<file path="src/rtl/cmd_seq_pkg.sv">
package cmd_seq_pkg;

  localparam logic [3:0] OP_WRITE = 4'd0;
  localparam logic [3:0] OP_JUMP  = 4'd1;

  localparam logic [1:0] ERR_NONE  = 2'd0;
  localparam logic [1:0] ERR_BADOP = 2'd1;
  localparam logic [1:0] ERR_BUS   = 2'd2;

  typedef enum logic [1:0] {
    ST_IDLE  = 2'd0,
    ST_FETCH = 2'd1,
    ST_READY = 2'd2
  } seqState_e;

  // strobes from control to datapath
  typedef struct packed {
    logic loadPc;
    logic incPc;
    logic capCmd;
    logic capOpA;
    logic capOpB;
    logic doJump;
    logic doWrite;
  } dpCtrl_t;

endpackage

</file>
<file path="src/rtl/cmd_seq_dp.sv">
module cmd_seq_dp
  import cmd_seq_pkg::*;
#(
  parameter int WORD_W = 32
) (
  input  logic              clk,
  input  logic              rstN,
  input  dpCtrl_t           dpc,
  input  logic              addrWe,
  input  logic [WORD_W-1:0] addrWdata,
  input  logic [WORD_W-1:0] memRdata,
  output logic [WORD_W-1:0] memAddr,
  output logic [3:0]        cmdOp,
  output logic              cmdStop,
  output logic              cmdIe,
  output logic              memWr,
  output logic [WORD_W-1:0] memWaddr,
  output logic [WORD_W-1:0] memWdata
);

  localparam int WORD_BYTES = WORD_W / 8;
  localparam int OP_LSB     = WORD_W - 4;
  localparam int STOP_POS   = WORD_W - 5;
  localparam int IE_POS     = WORD_W - 6;

  logic [WORD_W-1:0] startAddrQ;
  logic [WORD_W-1:0] pcQ;
  logic [WORD_W-1:0] opAQ;
  logic [WORD_W-1:0] opBQ;

  always_ff @(posedge clk or negedge rstN) begin
    if (!rstN) begin
      startAddrQ <= '0;
    end else if (addrWe) begin
      startAddrQ <= addrWdata;
    end
  end

  // fetch pointer: start load, then branch, then sequential step
  always_ff @(posedge clk or negedge rstN) begin
    if (!rstN) begin
      pcQ <= '0;
    end else if (dpc.loadPc) begin
      pcQ <= startAddrQ;
    end else if (dpc.doJump) begin
      pcQ <= opAQ;
    end else if (dpc.incPc) begin
      pcQ <= pcQ + WORD_W'(WORD_BYTES);
    end
  end

  always_ff @(posedge clk or negedge rstN) begin
    if (!rstN) begin
      cmdOp   <= '0;
      cmdStop <= 1'b0;
      cmdIe   <= 1'b0;
      opAQ    <= '0;
      opBQ    <= '0;
    end else begin
      if (dpc.capCmd) begin
        cmdOp   <= memRdata[OP_LSB +: 4];
        cmdStop <= memRdata[STOP_POS];
        cmdIe   <= memRdata[IE_POS];
      end
      if (dpc.capOpA) opAQ <= memRdata;
      if (dpc.capOpB) opBQ <= memRdata;
    end
  end

  always_ff @(posedge clk or negedge rstN) begin
    if (!rstN) begin
      memWr    <= 1'b0;
      memWaddr <= '0;
      memWdata <= '0;
    end else begin
      memWr <= dpc.doWrite;
      if (dpc.doWrite) begin
        memWaddr <= opAQ;
        memWdata <= opBQ;
      end
    end
  end

  assign memAddr = pcQ;

  // the write strobe is a single cycle
  assert_write_single_R4: assert property (@(posedge clk) disable iff (!rstN)
    memWr |=> !memWr);

endmodule

</file>
<file path="src/rtl/cmd_seq_ctrl.sv">
module cmd_seq_ctrl
  import cmd_seq_pkg::*;
(
  input  logic       clk,
  input  logic       rstN,
  input  logic       cfgWe,
  input  logic       cfgStartIn,
  input  logic       memRvalid,
  input  logic       memRerr,
  input  logic [3:0] fetchOp,
  input  logic       arbGrant,
  input  logic [3:0] cmdOp,
  input  logic       cmdStop,
  input  logic       cmdIe,
  output logic       memReq,
  output logic       arbReady,
  output logic       startBit,
  output logic [1:0] errCode,
  output logic       irq,
  output dpCtrl_t    dpc
);

  seqState_e stateQ, stateD;
  logic [1:0] idxQ, idxD;
  logic       startD;
  logic [1:0] errD;
  logic       irqD;
  logic [1:0] needWords;

  assign needWords = (cmdOp == OP_JUMP) ? 2'd1 : 2'd2;

  always_comb begin
    stateD = stateQ;
    idxD   = idxQ;
    startD = startBit;
    errD   = errCode;
    irqD   = 1'b0;
    dpc    = '0;
    if (cfgWe) startD = cfgStartIn;
    case (stateQ)
      ST_IDLE: begin
        if (cfgWe && cfgStartIn) begin
          dpc.loadPc = 1'b1;
          errD       = ERR_NONE;
          idxD       = 2'd0;
          stateD     = ST_FETCH;
        end
      end
      ST_FETCH: begin
        if (memRvalid) begin
          if (memRerr) begin
            errD   = ERR_BUS;
            startD = 1'b0;
            stateD = ST_IDLE;
          end else if (idxQ == 2'd0) begin
            if (fetchOp == OP_WRITE || fetchOp == OP_JUMP) begin
              dpc.capCmd = 1'b1;
              dpc.incPc  = 1'b1;
              idxD       = 2'd1;
            end else begin
              errD   = ERR_BADOP;
              startD = 1'b0;
              stateD = ST_IDLE;
            end
          end else begin
            dpc.incPc  = 1'b1;
            dpc.capOpA = (idxQ == 2'd1);
            dpc.capOpB = (idxQ == 2'd2);
            if (idxQ == needWords) begin
              idxD   = 2'd0;
              stateD = ST_READY;
            end else begin
              idxD = idxQ + 2'd1;
            end
          end
        end
      end
      ST_READY: begin
        if (arbGrant) begin
          dpc.doWrite = (cmdOp == OP_WRITE);
          dpc.doJump  = (cmdOp == OP_JUMP);
          if (cmdStop || !startD) begin
            irqD   = cmdStop && cmdIe && startD;
            startD = 1'b0;
            stateD = ST_IDLE;
          end else begin
            stateD = ST_FETCH;
          end
        end
      end
      default: stateD = ST_IDLE;
    endcase
  end

  always_ff @(posedge clk or negedge rstN) begin
    if (!rstN) begin
      stateQ   <= ST_IDLE;
      idxQ     <= '0;
      startBit <= 1'b0;
      errCode  <= ERR_NONE;
      irq      <= 1'b0;
    end else begin
      stateQ   <= stateD;
      idxQ     <= idxD;
      startBit <= startD;
      errCode  <= errD;
      irq      <= irqD;
    end
  end

  assign memReq   = (stateQ == ST_FETCH);
  assign arbReady = (stateQ == ST_READY);

  // no ready while fetching, and a grant retires the ready command
  assert_ready_excl_fetch_R3: assert property (@(posedge clk) disable iff (!rstN)
    arbReady |-> !memReq);
  assert_grant_retires_R3: assert property (@(posedge clk) disable iff (!rstN)
    (arbReady && arbGrant) |=> !arbReady);
  // interrupt is a one-cycle pulse coinciding with a cleared run flag
  assert_irq_start_clear_R8: assert property (@(posedge clk) disable iff (!rstN)
    irq |-> !startBit);
  assert_irq_pulse_R8: assert property (@(posedge clk) disable iff (!rstN)
    irq |=> !irq);
  // a new error leaves the channel stopped
  assert_error_halts_R9: assert property (@(posedge clk) disable iff (!rstN)
    $rose(errCode != ERR_NONE) |-> (!startBit && !memReq && !arbReady));

endmodule

</file>
<file path="src/rtl/cmd_chan_seq.sv">
module cmd_chan_seq
  import cmd_seq_pkg::*;
#(
  parameter int WORD_W = 32
) (
  input  logic              clk,
  input  logic              rstN,
  input  logic              addrWe,
  input  logic [WORD_W-1:0] addrWdata,
  input  logic              cfgWe,
  input  logic              cfgStartIn,
  output logic [WORD_W-1:0] cfgRdata,
  output logic              memReq,
  output logic [WORD_W-1:0] memAddr,
  input  logic              memRvalid,
  input  logic [WORD_W-1:0] memRdata,
  input  logic              memRerr,
  output logic              arbReady,
  input  logic              arbGrant,
  output logic              memWr,
  output logic [WORD_W-1:0] memWaddr,
  output logic [WORD_W-1:0] memWdata,
  output logic              irq
);

  dpCtrl_t    dpc;
  logic [3:0] cmdOp;
  logic       cmdStop;
  logic       cmdIe;
  logic       startBit;
  logic [1:0] errCode;

  cmd_seq_ctrl u_ctrl (
    .clk        (clk),
    .rstN       (rstN),
    .cfgWe      (cfgWe),
    .cfgStartIn (cfgStartIn),
    .memRvalid  (memRvalid),
    .memRerr    (memRerr),
    .fetchOp    (memRdata[WORD_W-1 -: 4]),
    .arbGrant   (arbGrant),
    .cmdOp      (cmdOp),
    .cmdStop    (cmdStop),
    .cmdIe      (cmdIe),
    .memReq     (memReq),
    .arbReady   (arbReady),
    .startBit   (startBit),
    .errCode    (errCode),
    .irq        (irq),
    .dpc        (dpc)
  );

  cmd_seq_dp #(.WORD_W(WORD_W)) u_dp (
    .clk       (clk),
    .rstN      (rstN),
    .dpc       (dpc),
    .addrWe    (addrWe),
    .addrWdata (addrWdata),
    .memRdata  (memRdata),
    .memAddr   (memAddr),
    .cmdOp     (cmdOp),
    .cmdStop   (cmdStop),
    .cmdIe     (cmdIe),
    .memWr     (memWr),
    .memWaddr  (memWaddr),
    .memWdata  (memWdata)
  );

  assign cfgRdata = {{(WORD_W-3){1'b0}}, errCode, startBit};

  // a pending read keeps its address until it completes
  assert_fetch_hold_R2: assert property (@(posedge clk) disable iff (!rstN)
    (memReq && !memRvalid) |=> (memReq && $stable(memAddr)));

endmodule

</file>
<file path="config.mk">
export PLATFORM = sky130hd
export DESIGN_NAME = cmd_chan_seq
export DESIGN_NICKNAME = d
export VERILOG_FILES = /design/src/rtl/cmd_seq_pkg.sv /design/src/rtl/cmd_seq_dp.sv /design/src/rtl/cmd_seq_ctrl.sv /design/src/rtl/cmd_chan_seq.sv
export SDC_FILE = /design/constraint.sdc
export NUM_CORES = 1
export LEC_CHECK = 0
export CAP_MARGIN = 20
export CORE_MARGIN = 1
export CORE_UTILIZATION = 55
export DETAILED_ROUTE_END_ITERATION = 12
export DONT_BUFFER_PORTS = 1
export GPL_ROUTABILITY_DRIVEN = 0
export PLACE_DENSITY = 0.74
export SLEW_MARGIN = 25
export SYNTH_ARGS = -nofsm -noshare
export SYNTH_HDL_FRONTEND = slang
export SYNTH_SLANG_ARGS = --single-unit
</file>
<file path="constraint.sdc">
create_clock -name clk -period 3.7 [get_ports clk]
set_clock_uncertainty 0.15 [all_clocks]
set_input_delay 1.11 -clock clk [delete_from_list [all_inputs] [get_ports clk]]
set_output_delay 1.11 -clock clk [all_outputs]
set_load 0.02 [all_outputs]
</file>
# Word-level counts from Yosys, hierarchy flattened
# Index checks and enable logic that the tools add are counted.
dict set report word_totals {
  reg_bits 207
  latchBits 0
  ramBits 0
  romBits 0
  inputBits 72
  out_inout_bits 132
  word_cells 95
  memories 0
}
dict set report op_classes {
  n_addsub 2
  multipliers 0
  n_div 0
  order_cmp 0
  n_eq_ne 16
  shift 0
  muxes 47
  bitwise 0
  reduce_logical 15
}
# cell count
set op_table {}
lappend op_table {{two-way mux 32 bit} 3}
lappend op_table {{two-way mux 2 bit} 22}
lappend op_table {{adder 32 x 3 -> 32 bit (second input constant)} 1}
lappend op_table {{two-way mux 1 bit} 15}
lappend op_table {{AND reduction 5 bit} 3}
lappend op_table {{two-way mux 4 bit} 3}
lappend op_table {{equality test 4 x 1 -> 1 bit (second input constant)} 2}
lappend op_table {{zero test 4 bit} 2}
lappend op_table {{one-hot mux 2 bit (2 select lines)} 2}
lappend op_table {{!= test 2 x 1 -> 1 bit (second input constant)} 3}
lappend op_table {{!= test 3 bit (second input constant)} 2}
lappend op_table {{one-hot mux 2 bit (3 select lines)} 1}
lappend op_table {{equality test 2 x 1 -> 1 bit (second input constant)} 2}
lappend op_table {{equality test 2 bit (second input constant)} 2}
lappend op_table {{zero test 2 bit} 2}
lappend op_table {{!= test 4 x 1 -> 1 bit (second input constant)} 1}
lappend op_table {{!= test 4 bit (second input constant)} 1}
lappend op_table {{logical AND 1 bit} 3}
lappend op_table {{!= test 3 x 1 -> 1 bit (second input constant)} 1}
lappend op_table {{nonzero test 3 bit} 1}
lappend op_table {{adder 2 x 1 -> 2 bit (second input constant)} 1}
lappend op_table {{equality test 2 bit} 1}
lappend op_table {{logical OR 1 bit} 2}
lappend op_table {{!= test 2 bit (second input constant)} 1}
lappend op_table {{3 further kinds} 3}

# Logic depth before layout (Yosys ltp)
dict set report depth {
  ltp_word 10
  depth_mapped 10
  depth_no_buf 7
}

# Hierarchy
# Synthesis repeated with hierarchy kept, for this count alone.
dict set report unflattened {
  cells_unflattened 745
  area_unflattened_um2 9349.0
}
# mod n_inst cells_each area_per_inst_um2 seq_area_each_um2
set modules_own_cells {}
lappend modules_own_cells {cmd_seq_dp 1 640 8479.4 4979.8}
lappend modules_own_cells {cmd_seq_ctrl 1 74 640.6 200.2}
lappend modules_own_cells {cmd_chan_seq 1 31 229.0 0.0}

# Worst setup path before layout
# Ideal clock, no wire load.
dict set report synth_path {
  path_kind {input to register}
  from {in memRerr}
  to {reg u_dp.pcQ[27] (netlist: u_dp.memAddr[27])}
  setup_ps 126
  arrival_ps 2230
  path_slack_ps 1194
  path_stages 7
  path_cell_list {and3b_1 buf_2 and2_1 buf_2 nor2_2 nor3_1 a221o_1}
}
dict set report synth_between {
  elab_chain_cells 4
}
# item line_no
set synth_lines {}
lappend synth_lines {{from (decl)} cmd_chan_seq.sv:17} ;# input logic memRerr,
lappend synth_lines {{two-way mux 4 bit} cmd_seq_ctrl.sv:51} ;# if (memRerr) begin
lappend synth_lines {{two-way mux 4 bit} cmd_seq_ctrl.sv:50} ;# if (memRvalid) begin
lappend synth_lines {{two-way mux 4 bit} cmd_seq_ctrl.sv:40} ;# case (stateQ)
lappend synth_lines {{nonzero test 3 bit (no line)} n/a}
lappend synth_lines {{to (signal assigned)} cmd_seq_dp.sv:44} ;# pcQ <= startAddrQ;
lappend synth_lines {{to (signal assigned)} cmd_seq_dp.sv:46} ;# pcQ <= opAQ;
lappend synth_lines {{to (signal assigned)} cmd_seq_dp.sv:48} ;# pcQ <= pcQ + WORD_W'(WORD_BYTES);
lappend synth_lines {{to (decl)} cmd_seq_dp.sv:27} ;# logic [WORD_W-1:0] pcQ;
# Every way passes these cells.
# A chain may end at the register's enable or synchronous reset.

# Final worst setup path
dict set report layout_path {
  from {reg u_ctrl.stateQ[0]}
  to {reg u_dp.pcQ[27] (netlist: u_dp.memAddr[27])}
}
dict set report layout_between {
  elab_chain_cells 4
  word_cells_on_any_way 9
  cone_classes {2 x eq/ne; 5 x mux; 2 x reduce/logical}
}
# item line_no
set layout_lines {}
lappend layout_lines {{from (decl)} cmd_seq_ctrl.sv:23} ;# seqState_e stateQ, stateD;
lappend layout_lines {{from (signal assigned)} cmd_seq_ctrl.sv:103} ;# stateQ <= stateD;
lappend layout_lines {{equality test 2 bit *} n/a}
lappend layout_lines {{via arbReady} cmd_chan_seq.sv:18} ;# output logic arbReady,
lappend layout_lines {{two-way mux 2 bit *} cmd_seq_ctrl.sv:40}
lappend layout_lines {{two-way mux 32 bit} cmd_seq_dp.sv:45} ;# end else if (dpc.doJump) begin
lappend layout_lines {{two-way mux 32 bit} cmd_seq_dp.sv:43} ;# end else if (dpc.loadPc) begin
# Mark *: on every way through the listed nets, which the timed path passes. The rest lies on a longest branch.

==> key figures <==
Logic synthesis
  • Yosys top cell by area: dfrtp_1
  • Yosys top cell area share: 55.0%
  • Cells after Synth: 747
  • Synth Cell Area: 9410 um^2
  • YS warnings: 0
  • EDFF count, synth: 0
  • Ranking of synthesized cells by area: dfrtp_1, mux2_2, mux2_1
  • Avg Cell Area, Syn: 12.6 um^2
  • Register area share after synthesis: 55.0%
  • Most common flop cell mapped by yosys: dfrtp_1
  • Flops & latches, synth: 207
  • Async set-reset flop share out of synthesis: 100%
  • Synth unique cells: 66

Critical path
  • CP Launch Type: flip-flop
  • Crit-path max FO: 30
  • WS Path Type: flip-flop to flip-flop
  • Largest stage delay, worst path: 0.64 ns
  • R2r worst-path depth: 7
  • Setup crit end kind: flip-flop
  • Crit path DAT: 3.11 ns
  • Critical path's top delay family: simple AND/OR/NAND/NOR gates
  • Critical Path Slowest Stage Cell: or2_1
  • WP buf/inv: 1
  • CP Depth: 7
  • Critical Path, Cell by Cell: inv_1, ha_1, nand3_1, or2_1, o21ai_0, nor3_1, a221o_1
  • Req. time, crit path: 3.93 ns

Timing
  • Max Freq: 348 MHz
  • Post-route setup slack: 0.825 ns
  • TNS Setup: 0 ns
  • Rel. slew slack: 34.9%
  • Final period util: 77.7%
  • Worst-Margin Slew: 0.976 ns
  • Setup-failing EPs final: 0
  • Fin. Hold Viols: 0
  • Slew Limit Fails: 0
  • Final min period: 2.88 ns
  • Hold slack: 0.154 ns
  • RSZ-0062 raised after global routing: false

Finish
  • Most frequent cells in the layout: dfrtp_1, mux2_2, nand2_1
  • # nets final: 822
  • Design area: 10200 um^2
  • Post-route core utilization: 61.1%
  • Share of cells above drive strength 1: 25.8%
  • Fin cells: 977
  • P&R area growth vs syn: 8.04%
  • Most common cell after layout, fill and taps aside: dfrtp_1

Clock network
  • CTS sink count: 207
  • H-tree Lvls: 1
  • Root Driver: clkbuf_16
  • Clock buffer count from CTS: 22
  • PostCTS Resize Cnt: 0
  • Clock-pin transition on the worst setup and hold timing paths: 0.06 ns
  • CTS tree: built
  • Hold_buf cts: 0
  • Post-CTS setup buffer count: 0
  • Worst-Skew Late Latency: 0.50 ns
  • CTS Buffer Depth: 3

Routing
  • DR pass1 iterations: 5
  • Iter 0 DRT Violations: 305
  • Via density: 6.03
  • DRC viols: 0
  • Routed Wire Length: 20900 um
  • Detail Route Antenna Nets: 0
  • Vias: 5896
  • Routed len/inst: 21.4 um

Place
  • Port Buffers: 0
  • Dpl cell area: 9410 um^2
  • Dpl cells: 938
  • Dpl hpwl: 14300 um
  • Pre-CTS setup slack: 0.739 ns

Die
  • I/O pins: 204
  • DIE WIDTH: 133 um
  • Chip Height: 133 um
  • Initial Utilization: 56.6%
  • Placeable Area: 16600 um^2
  • Rows: 47
  • Die Area: 17600 um^2

Global routing
  • First-pass GRT wire length: 33800 um
  • Remaining global-route overflow: 0
  • Vias in the first global route: 6075
  • Initial antenna violation count: 1
  • Largest net degree at the start of global routing: 208
  • Tot GR Track Use: 24.2%

Job
  • Max_cap viols: 0

Hold path
  • Hold Path Class: input pin to async pin

Outcome
  • Status: completed

Power
  • PwrDens: 649 nW/um^2
  • Total power: 6.60 mW
  • Max VDD drop: 0.400 mV
  • Lkg Pwr: 4.78 nW
sequential cells by signal, summed over array words and instances, names as in the netlist, 2 cells and up:
signal and cells:
u_ctrl.errCode 2, u_dp.opBQ 32, u_ctrl.stateQ 2, u_dp.startAddrQ 32
u_dp.opAQ 32, u_dp.memWdata 32, u_dp.memAddr 32, u_ctrl.idxQ 2
u_dp.memWaddr 32, u_dp.cmdOp 4
power breakdown:
group          switching (mW)  total (mW)  leakage (nW)  internal (mW)
combinational           0.512        1.02          1.68          0.509
clock                   0.878        2.30         0.378           1.42
sequential              0.624        3.28          2.71           2.66
Yosys cell counts (6+ instances only):
master and count:
a21o_1 8, a21oi_1 23, a31oi_1 13, and2_1 8, buf_2 12, buf_4 33, clkbuf_1 7, dfrtp_1 207
ha_1 8, inv_1 8, mux2_1 29, mux2_2 134, nand2_1 49, nand3_1 24, nand4_1 10, nor2_1 32
nor3_1 13, o21a_1 6, o21ai_0 19, or3_1 6, xor2_1 7
worst reg2reg max path: cells and delay by family (launching register included):
| family | cells | cell delay [ns] |
|---|---|---|
| DFF | 1 | 0.40 |
| adders and majority gates | 1 | 0.44 |
| and+or+nand+nor | 3 | 1.01 |
| AOI/OAI and AO/OA | 2 | 0.64 |
| buffers and inverters | 1 | 0.11 |
cell families (layout without fill, tap and decap cells):
kind of cell    after synthesis  count (layout)  synth area share [%]
compound gates              108             108                  7.74
xor+xnor                     12              12                  1.12
flops                       207             207                  55.0
fa+ha+maj                     8               8                  1.06
buf+inv                      73              54                  5.26
simple gates                171             171                  9.81
other cells                   1              30                0.0398
mux                         167             167                  19.9
worst paths after layout:
path	start	to	slack [ns]
max	u_ctrl.stateQ[0]$_DFFE_PN0P_	u_dp.memAddr[27]$_DFFE_PN0P_	0.82
min	rstN	u_dp.opBQ[3]$_DFFE_PN0P_	0.15
max reg2reg	u_ctrl.stateQ[0]$_DFFE_PN0P_	u_dp.memAddr[27]$_DFFE_PN0P_	0.82
min reg2reg	u_dp.opBQ[12]$_DFFE_PN0P_	u_dp.memWdata[12]$_DFFE_PN0P_	0.33
max in group asynchronous	rstN	u_dp.memWaddr[15]$_DFFE_PN0P_	2.86
min in group clk	u_dp.opBQ[12]$_DFFE_PN0P_	u_dp.memWdata[12]$_DFFE_PN0P_	0.33
routing by layer:
layer / vias up / routed length (um) / track usage [%]
met5: - / 0 / 0
met4: 0 / 395 / 5.75
met3: 31 / 1940 / 8.20
met2: 246 / 10300 / 40.8
met1: 3006 / 8180 / 30.0
li1: 2613 / - / -
final cells by class:
cell class	instances	area (um^2)
fillers	1319	6470
well taps	220	275
clock buffers	30	642
inverters	8	30.0
multi-input cells	495	3860
flip-flops and latches	207	5180
diodes	1	2.50
clock inverters	8	119
repair buffers	8	60.1
Power figures use the tool's default switching activity.
